$ cat src/rtl/gpio_trig_pkg.sv
package gpio_trig_pkg;

  // Polarity codes; the decoder depends on these exact values.
  typedef enum logic [1:0] {
    POL_HIGH = 2'b00,  // active high / rising edge
    POL_LOW  = 2'b01,  // active low / falling edge
    POL_BOTH = 2'b10,  // both edges, edge mode only
    POL_RSVD = 2'b11   // reserved, never triggers
  } pol_e;

  localparam int WAKE_STATES = 3;
  localparam int POL_W       = 2;

endpackage

$ cat src/rtl/gpio_trig_detect.sv
module gpio_trig_detect
  import gpio_trig_pkg::*;
(
  input  logic clk,
  input  logic rst,
  input  logic level_i,
  input  logic lvl_mode_i,
  input  pol_e pol_i,
  output logic event_o
);

  logic prev_q;
  logic rise, fall;

  // The previous-level register tracks the pin during reset too, so a pin
  // held high through reset does not look like an edge afterwards.
  always_ff @(posedge clk) begin
    prev_q <= level_i;
  end

  assign rise = level_i & ~prev_q;
  assign fall = ~level_i & prev_q;

  always_comb begin
    unique case (pol_i)
      POL_HIGH: event_o = lvl_mode_i ? level_i  : rise;
      POL_LOW:  event_o = lvl_mode_i ? ~level_i : fall;
      POL_BOTH: event_o = lvl_mode_i ? 1'b0     : (rise | fall);
      default:  event_o = 1'b0;
    endcase
  end

  // an illegal combination never produces an event
  assert_no_event_illegal_R6: assert property (@(posedge clk) disable iff (rst)
    ((lvl_mode_i && pol_i == POL_BOTH) || pol_i == POL_RSVD) |-> !event_o);

  // in rising-edge mode, a steady level produces no event
  assert_no_event_steady_R2: assert property (@(posedge clk) disable iff (rst)
    (!lvl_mode_i && pol_i == POL_HIGH && level_i == prev_q) |-> !event_o);

endmodule

$ cat src/rtl/gpio_trig_status.sv
module gpio_trig_status
  import gpio_trig_pkg::*;
(
  input  logic                   clk,
  input  logic                   rst,
  input  logic                   event_i,
  input  logic                   irq_en_i,
  input  logic                   unmask_i,
  input  logic [WAKE_STATES-1:0] wake_en_i,
  input  logic                   clr_int_i,
  input  logic                   clr_wake_i,
  output logic                   int_sts_o,
  output logic                   wake_sts_o,
  output logic                   pending_o
);

  logic int_q, wake_q, pend_q;
  logic set_int, set_wake;

  assign set_int  = event_i & irq_en_i;
  assign set_wake = event_i & (|wake_en_i);

  // A new event outranks the clear strobe so that no trigger is lost.
  always_ff @(posedge clk) begin
    if (rst) begin
      int_q  <= 1'b0;
      wake_q <= 1'b0;
      pend_q <= 1'b0;
    end else begin
      if (set_int)        int_q <= 1'b1;
      else if (clr_int_i) int_q <= 1'b0;
      if (set_wake)        wake_q <= 1'b1;
      else if (clr_wake_i) wake_q <= 1'b0;
      pend_q <= unmask_i & (int_q | wake_q);
    end
  end

  assign int_sts_o  = int_q;
  assign wake_sts_o = wake_q;
  assign pending_o  = pend_q;

  // a clear with no competing event empties the bit
  assert_clear_int_R9: assert property (@(posedge clk) disable iff (rst)
    (clr_int_i && !event_i) |=> !int_q);
  assert_clear_wake_R9: assert property (@(posedge clk) disable iff (rst)
    (clr_wake_i && !event_i) |=> !wake_q);

  // a disabled pin keeps an empty interrupt status empty
  assert_disabled_stays_clear_R7: assert property (@(posedge clk) disable iff (rst)
    (!irq_en_i && !int_q) |=> !int_q);

  // no wake enable keeps an empty wake status empty
  assert_no_wake_en_R8: assert property (@(posedge clk) disable iff (rst)
    (wake_en_i == '0 && !wake_q) |=> !wake_q);

  // event together with clear leaves the bit set
  assert_set_beats_clear_R10: assert property (@(posedge clk) disable iff (rst)
    (event_i && irq_en_i && clr_int_i) |=> int_q);

  // masked pins never raise pending; pending only follows a set status
  assert_masked_quiet_R11: assert property (@(posedge clk) disable iff (rst)
    !unmask_i |=> !pend_q);
  assert_pending_source_R11: assert property (@(posedge clk) disable iff (rst)
    $rose(pend_q) |-> $past(int_q | wake_q));

endmodule

$ cat src/rtl/gpio_irq_trigger.sv
module gpio_irq_trigger
  import gpio_trig_pkg::*;
#(
  parameter int NPIN = 4
) (
  input  logic                        clk,
  input  logic                        rst,
  input  logic [NPIN-1:0]             pin_level,
  input  logic [NPIN-1:0]             lvl_mode,
  input  logic [POL_W*NPIN-1:0]       pol_sel,
  input  logic [NPIN-1:0]             irq_en,
  input  logic [NPIN-1:0]             irq_unmask,
  input  logic [WAKE_STATES*NPIN-1:0] wake_en,
  input  logic [NPIN-1:0]             clr_int,
  input  logic [NPIN-1:0]             clr_wake,
  output logic [NPIN-1:0]             int_sts,
  output logic [NPIN-1:0]             wake_sts,
  output logic [NPIN-1:0]             pending
);

  logic [NPIN-1:0] pin_event;

  for (genvar p = 0; p < NPIN; p++) begin : g_pin
    gpio_trig_detect u_detect (
      .clk        (clk),
      .rst        (rst),
      .level_i    (pin_level[p]),
      .lvl_mode_i (lvl_mode[p]),
      .pol_i      (pol_e'(pol_sel[POL_W*p +: POL_W])),
      .event_o    (pin_event[p])
    );

    gpio_trig_status u_status (
      .clk        (clk),
      .rst        (rst),
      .event_i    (pin_event[p]),
      .irq_en_i   (irq_en[p]),
      .unmask_i   (irq_unmask[p]),
      .wake_en_i  (wake_en[WAKE_STATES*p +: WAKE_STATES]),
      .clr_int_i  (clr_int[p]),
      .clr_wake_i (clr_wake[p]),
      .int_sts_o  (int_sts[p]),
      .wake_sts_o (wake_sts[p]),
      .pending_o  (pending[p])
    );
  end

  // reset leaves every output clear on the following cycle
  assert_reset_clear_R1: assert property (@(posedge clk)
    rst |=> (int_sts == '0 && wake_sts == '0 && pending == '0));

endmodule

$ cat config.mk
export PLATFORM = sky130hd
export DESIGN_NAME = gpio_irq_trigger
export DESIGN_NICKNAME = d
export VERILOG_FILES = /design/src/rtl/gpio_trig_pkg.sv /design/src/rtl/gpio_trig_detect.sv /design/src/rtl/gpio_trig_status.sv /design/src/rtl/gpio_irq_trigger.sv
export SDC_FILE = /design/constraint.sdc
export NUM_CORES = 1
export LEC_CHECK = 0
export BUFFER_PORTS_ARGS = -buffer_cell sky130_fd_sc_hd__clkbuf_2
export CELL_PAD_IN_SITES_DETAIL_PLACEMENT = 1
export CELL_PAD_IN_SITES_GLOBAL_PLACEMENT = 1
export CORE_MARGIN = 4
export CORE_UTILIZATION = 31
export CTS_CLUSTER_SIZE = 25
export DETAILED_ROUTE_END_ITERATION = 16
export HOLD_SLACK_MARGIN = 0.15
export PLACE_DENSITY = 0.9
export SKIP_CTS_REPAIR_TIMING = 1
export SLEW_MARGIN = 40
export SYNTH_ARGS = -nofsm -noshare
export SYNTH_HDL_FRONTEND = slang
export SYNTH_SLANG_ARGS = --single-unit
$ cat constraint.sdc
create_clock -name clk -period 2.8 [get_ports clk]
set_input_delay 0.28 -clock clk [delete_from_list [all_inputs] [get_ports clk]]
set_output_delay 0.28 -clock clk [all_outputs]
set_load 0.02 [all_outputs]
**After elaboration in Yosys (flattened, before gate mapping)**

Index checks and enable logic that the tools add are counted.

- Flip-flop bits (word level): 16
- Output and inout port bits: 12
- Bits of input ports: 46
- Word-level logic and storage cells: 108

- Equality and inequality tests: 8
- Bitwise logic cells: 36
- Mux-type cells: 32
- Reduce and logical (&&, ||, !) cells: 16

Operators with widths:

| kind | number |
|---|---|
| 2-to-1 mux 1 bit | 28 |
| bitwise AND 1 bit | 20 |
| nonzero test 2 bit | 8 |
| one-hot mux 1 bit (3 select lines) | 4 |
| OR reduction 3 bit | 4 |
| equality test 2 x 1 -> 1 bit (second input constant) | 4 |
| equality test 2 bit (second input constant) | 4 |
| zero test 2 bit | 4 |
| NOT 1 bit | 8 |
| OR 1 bit | 8 |

**Depth between registers and ports, before layout**

- Depth in word-level cells: 7
- Gate-level depth with buffers: 5
- Depth with buffers taken out: 5

**Cells and area by module**

From an unflattened synthesis, not the netlist that was laid out.

- Cells, all modules: 88
- Area, all modules: 830.8 sq um

Modules (own cells, without submodules):

| module | area each (sq um) | instances | seq. area each (sq um) | cells an instance |
|---|---|---|---|---|
| gpio_trig_status | 105.1 | 4 | 60.1 | 11 |
| gpio_trig_detect | 102.6 | 4 | 20.0 | 11 |

**Worst setup path after synthesis**

No wires, ideal clock.

- Kind: register -> register
- From: register g_pin[3].u_detect.prev_q
- To: register g_pin[3].u_status.int_q
- Path slack: 1.661 ns
- Cell stages (with the launch flop): 6
- Required time: 2.666 ns
- Period minus slack after synthesis: 1.139 ns
- Setup time: 0.134 ns
- Arrival: 1.005 ns
- Buffers on the path: 0
- Cells stage by stage: dfxtp_1 > inv_1 > ha_1 > mux2_1 > o211ai_2 > a211oi_1

- Word-level cells in the longest chain between the ends: 7
- Elaborated cells between the ends (all ways): 11
- Classes of those cells: mux: 5; bitwise: 5; reduce/logical: 1

RTL lines:

| element | line | text |
|---|---|---|
| from (decl) | gpio_trig_detect.sv:12 | `logic prev_q;` |
| from (signal assigned) | gpio_trig_detect.sv:18 | `prev_q <= level_i;` |
| NOT 1 bit | gpio_trig_detect.sv:21 | `assign rise = level_i & ~prev_q;` |
| bitwise AND 1 bit | gpio_trig_detect.sv:21 |  |
| OR 1 bit | gpio_trig_detect.sv:28 | `POL_BOTH: event_o = lvl_mode_i ? 1'b0 : (rise \| fall);` |
| 2-to-1 mux 1 bit | gpio_trig_detect.sv:28 |  |
| one-hot mux 1 bit (3 select lines) (*) | gpio_trig_detect.sv:25 | `unique case (pol_i)` |
| bitwise AND 1 bit (*) | gpio_trig_status.sv:20 | `assign set_int = event_i & irq_en_i;` |
| 2-to-1 mux 1 bit / nonzero test 2 bit (equally long branches) | - |  |
| to (signal assigned) | gpio_trig_status.sv:26 | `int_q <= 1'b0;` |
| to (signal assigned) | gpio_trig_status.sv:30 | `if (set_int) int_q <= 1'b1;` |
| to (signal assigned) | gpio_trig_status.sv:31 | `else if (clr_int_i) int_q <= 1'b0;` |
| to (decl) | gpio_trig_status.sv:17 | `logic int_q, wake_q, pend_q;` |

Every way passes the cells marked *; elsewhere a longest branch is shown, timed or not.
A chain may end at the register's enable or synchronous reset.

**Worst setup path in the final report**

- From: input port pin_level[0]
- To: register g_pin[0].u_status.wake_q

- Word-level cells in the longest chain between the ends: 7
- Elaborated cells between the ends (all ways): 11
- Classes of those cells: mux: 5; bitwise: 5; reduce/logical: 1

RTL lines:

| element | line | text |
|---|---|---|
| from (decl) | gpio_irq_trigger.sv:8 | `input logic [NPIN-1:0] pin_level,` |
| NOT 1 bit | gpio_trig_detect.sv:22, gpio_trig_detect.sv:27 |  |
| bitwise AND 1 bit | gpio_trig_detect.sv:22 | `assign fall = ~level_i & prev_q;` |
| OR 1 bit | gpio_trig_detect.sv:28 |  |
| 2-to-1 mux 1 bit | gpio_trig_detect.sv:28 |  |
| one-hot mux 1 bit (3 select lines) (*) | gpio_trig_detect.sv:25 |  |
| bitwise AND 1 bit (*) | gpio_trig_status.sv:21 | `assign set_wake = event_i & (\|wake_en_i);` |
| 2-to-1 mux 1 bit / nonzero test 2 bit (equally long branches) | - |  |
| to (signal assigned) | gpio_trig_status.sv:27 | `wake_q <= 1'b0;` |
| to (signal assigned) | gpio_trig_status.sv:32 | `if (set_wake) wake_q <= 1'b1;` |
| to (signal assigned) | gpio_trig_status.sv:33 | `else if (clr_wake_i) wake_q <= 1'b0;` |
| to (decl) | gpio_trig_status.sv:17 |  |

Marked as above.

==> impl_results.md <==
- Run status: finished, final reports clean
- Area overhead of the layout relative to synthesis: 32.26%
- Number of nets in the synthesized netlist: about 170
- Leakage dissipation: between 0.6 and 0.7 nW
- Required time of the critical path: between 3 and 4 ns
- Worst hold slack across all endpoints: approximately 0.17 ns
- Number of antenna violations at the first check in global routing: 0
- Warnings, synthesis: 0
- Critical Path Start Type: input pin
- Share of total power in sequential cells: 0.473
- Type of the most critical hold path: input pin to flop
- Die boundary height: between 60 and 70 um
- End-of-flow core utilization: 0.4236
- Area of the die: between 4000 and 5000 um2
- Number of slew-limit violations in the final report: 0
- Met2 GRT Util: 0.2348
- Per-instance average area after synthesis: 8.432 um2
- Share of power burned in the clock network: 0.304
- Die W: ~64 um
- Maximum clock insertion buffer count: 2
- Clock latency on the worst-skew pair: roughly 0.29 ns
- Count of pins on the block boundary: 58
- Overall Global Routing Usage: 0.1219
- GRT Residual Overflow: 0
- GP Congestion: roughly 0.74
- Post-synthesis instance area: 969.7 um2
- Combinational share of power: 0.223
- Fraction of power spent switching nets: 0.2787
- Pin count of the biggest net entering global routing: 13
- Internal portion of total power: 0.3760 mW
- Port-buffer cells: 57
- Delay of the slowest critical-path stage: around 0.53 ns
- Net switching power: between 0.1 and 0.15 mW
- Number of nets with antenna violations after routing: 0
- Fraction of layout cells with a size suffix above 1: 0.3735
- Number of buffers inserted during clock tree synthesis: 3
- Vias after detailed routing: approximately 950
- Met3 capacity usage during global routing: 0.04394
- Unrepaired setup endpoints after global routing: no
- Setup-violating endpoint count in the final report: 0
- CTS tree: built
- Final-layout setup total negative slack: 0 ns
- FP Rows: 20
- Final worst-path cycle share: 0.5634
- IR Drop Worst-Case VDD: between 0.0003 and 0.0004 V
- Shortest period the worst path allows: 1.577 ns
- Worst Path Class, Setup: input pin to flop
- Most area-consuming cells after synthesis: sky130_fd_sc_hd__dfxtp_1, sky130_fd_sc_hd__nor2b_1, sky130_fd_sc_hd__ha_1, sky130_fd_sc_hd__buf_4, sky130_fd_sc_hd__nor2_1
- Final total power: approximately 0.52 mW
- Via-per-instance ratio: between 4 and 5
- Diodes inserted: 0
- Largest delay share family, worst path: buffers and inverters
- Count of nets after finishing: ~220
- Seq cells post-synth: 16
- Wire length reported by the detailed router: between 2000 and 2500 um
- Library cell occupying the most area in the post-synthesis netlist: sky130_fd_sc_hd__dfxtp_1
- Portion of synthesized cell area occupied by the leading cell type: 0.3303
- Power per unit of standard cell area: between 400 and 500 nW/um2
- Number of standard cells in the layout, taps in and fillers out: between 200 and 250
- Starting density of the core: 0.3202
- H-tree depth: 1
- Library cell contributing the largest single delay on the critical path: sky130_fd_sc_hd__dlygate4sd3_1
- Number of hold-slack violations in the final timing report: 0
- Clock edge transition at the registers on the reported setup and hold paths: approximately 0.11 ns
- Layer with the highest usage: met2
- Fraction of the yosys area taken by sequential cells: 0.3303
- Cell Chain, Critical Path: dlygate4sd3_1 -> clkbuf_2 -> inv_1 -> ha_1 -> nor2b_1 -> o21ai_0 -> a311oi_1
- Buffers and inverters on the worst path: 3
- Number of clock sinks: 16
- Fin Clk Skew: about 0.0085 ns
- Average routed wire per standard cell: approximately 12 um
- Relative max-transition margin: 0.7820
- Total DRC errors in the routed layout: 0
- Post-synthesis cell type count: 17
- Transition time at the pin with the least slew margin: roughly 0.32 ns
- Reported max-cap violation count: 0
- CTS Root Cell: sky130_fd_sc_hd__clkbuf_4
- Core region area: 3028 um2
- Final HPWL DP: ~2100 um
- Global-route wire length before repair: around 4000 um
- F_max: 633.9 MHz
- M1 GR Usage: 0.1293
- Critical Path End Type: flop
- DRT Pass-1 Iters: 4
- Highest net fanout along the worst path: 4
- Arr. time, crit path: 1.79 ns
- Vias in the first global route: roughly 1000
- First DRT Iteration DRCs: 1
- Synthesized netlist cell count: around 120
- Post-Place Cells: between 200 and 250
[cell usage in the layout, fill, tap and decap left out]
cell	n
sky130_fd_sc_hd__a211oi_1	2
sky130_fd_sc_hd__a21oi_1	8
sky130_fd_sc_hd__a311oi_1	6
sky130_fd_sc_hd__clkbuf_2	57
sky130_fd_sc_hd__clkbuf_4	3
sky130_fd_sc_hd__clkbuf_8	1
sky130_fd_sc_hd__dfxtp_1	16
sky130_fd_sc_hd__dlygate4sd3_1	3
sky130_fd_sc_hd__ha_1	8
sky130_fd_sc_hd__inv_1	9
sky130_fd_sc_hd__mux2_1	1
sky130_fd_sc_hd__nand3_1	3
sky130_fd_sc_hd__nor2_1	14
sky130_fd_sc_hd__nor2b_1	18
sky130_fd_sc_hd__nor3b_1	4
sky130_fd_sc_hd__nor4_1	4
sky130_fd_sc_hd__o211ai_2	1
sky130_fd_sc_hd__o21ai_0	4
sky130_fd_sc_hd__xor2_1	4
[metrics by stage]
step | setup WS, ns | instance area [um2]
6_report | 1.223 | 1282
5_1_grt | 1.128 | 1282
4_1_cts | 1.566 | 1252
3_5_place_dp | 1.410 | 1216
3_3_place_gp | 1.497 | 1216
2_1_floorplan | 1.661 | 969.7
[cell families after synthesis]
group / count (synthesis) / share of synthesized area
compound gates: 21 / 0.1445
xor+xnor: 4 / 0.03613
fa+ha+maj: 8 / 0.1032
buf+inv: 22 / 0.1316
flops: 16 / 0.3303
mux: 1 / 0.01161
simple gates: 43 / 0.2426
[synth_stat cells]
cell type                   n
sky130_fd_sc_hd__mux2_1     1
sky130_fd_sc_hd__buf_4     12
sky130_fd_sc_hd__a211oi_1   2
sky130_fd_sc_hd__clkbuf_1   1
sky130_fd_sc_hd__xor2_1     4
sky130_fd_sc_hd__ha_1       8
sky130_fd_sc_hd__dfxtp_1   16
sky130_fd_sc_hd__nor3b_1    4
sky130_fd_sc_hd__nor4_1     4
sky130_fd_sc_hd__o21ai_0    4
sky130_fd_sc_hd__a311oi_1   6
sky130_fd_sc_hd__nor2_1    14
sky130_fd_sc_hd__nor2b_1   18
sky130_fd_sc_hd__nand3_1    3
sky130_fd_sc_hd__o211ai_2   1
sky130_fd_sc_hd__a21oi_1    8
sky130_fd_sc_hd__inv_1      9
[worst register-to-register path: cells and delay by family, from the launching register on]
| family | cells | cell delay, ns |
|---|---|---|
| multiplexers | 1 | 0.29 |
| AO/OA/AOI/OAI | 2 | 0.27 |
| flip-flops | 1 | 0.34 |
| buffers and inverters | 1 | 0.04 |
| adder cells (fa/ha/maj) | 1 | 0.16 |
[registers in the layout, summed over array words and instances (netlist names)]
| signal | flops |
|---|---|
| g_pin.u_detect.prev_q | 4 |
| g_pin.u_status.int_sts_o | 4 |
| g_pin.u_status.wake_sts_o | 4 |
| g_pin.u_status.pending_o | 4 |
[path summary, 6_finish.rpt]
kind                               startpoint                            to  slack, ns  cells after the start
setup reg to reg     g_pin[3].u_detect.prev_q   g_pin[3].u_status.int_sts_o       1.57                      5
setup / recovery                 pin_level[0]  g_pin[0].u_status.wake_sts_o       1.22                      7
hold / removal                   pin_level[3]      g_pin[3].u_detect.prev_q       0.17                      1
hold reg to reg   g_pin[1].u_status.int_sts_o   g_pin[1].u_status.pending_o       0.50                      2
[power groups by stage]
| stage | logic (mW) | registers [mW] | clock network, mW |
|---|---|---|---|
| global placement | 0.109 | 0.252 | 0 |
| finish | 0.116 | 0.247 | 0.158 |
| floorplan | 0.0701 | 0.250 | 0 |
| detailed placement | 0.114 | 0.252 | 0 |
| global route | 0.131 | 0.249 | 0.176 |
| CTS | 0.114 | 0.247 | 0.166 |
[metal layers]
metal  vias to the layer above  routed length [um]
met5                         -                   0
li1                        484                   -
met2                        40                1255
met1                       428                1015
met4                         0                   0
met3                         0                 199
[final cells by class]
type | instances | area (um2)
fillers | 393 | 1745
multi-input cells | 77 | 521.8
flip-flops and latches | 16 | 320.3
repair buffers | 60 | 315.3
well taps | 44 | 55.05
clock buffers | 4 | 36.28
inverters | 9 | 33.78
(Power assumes the default switching activity.)
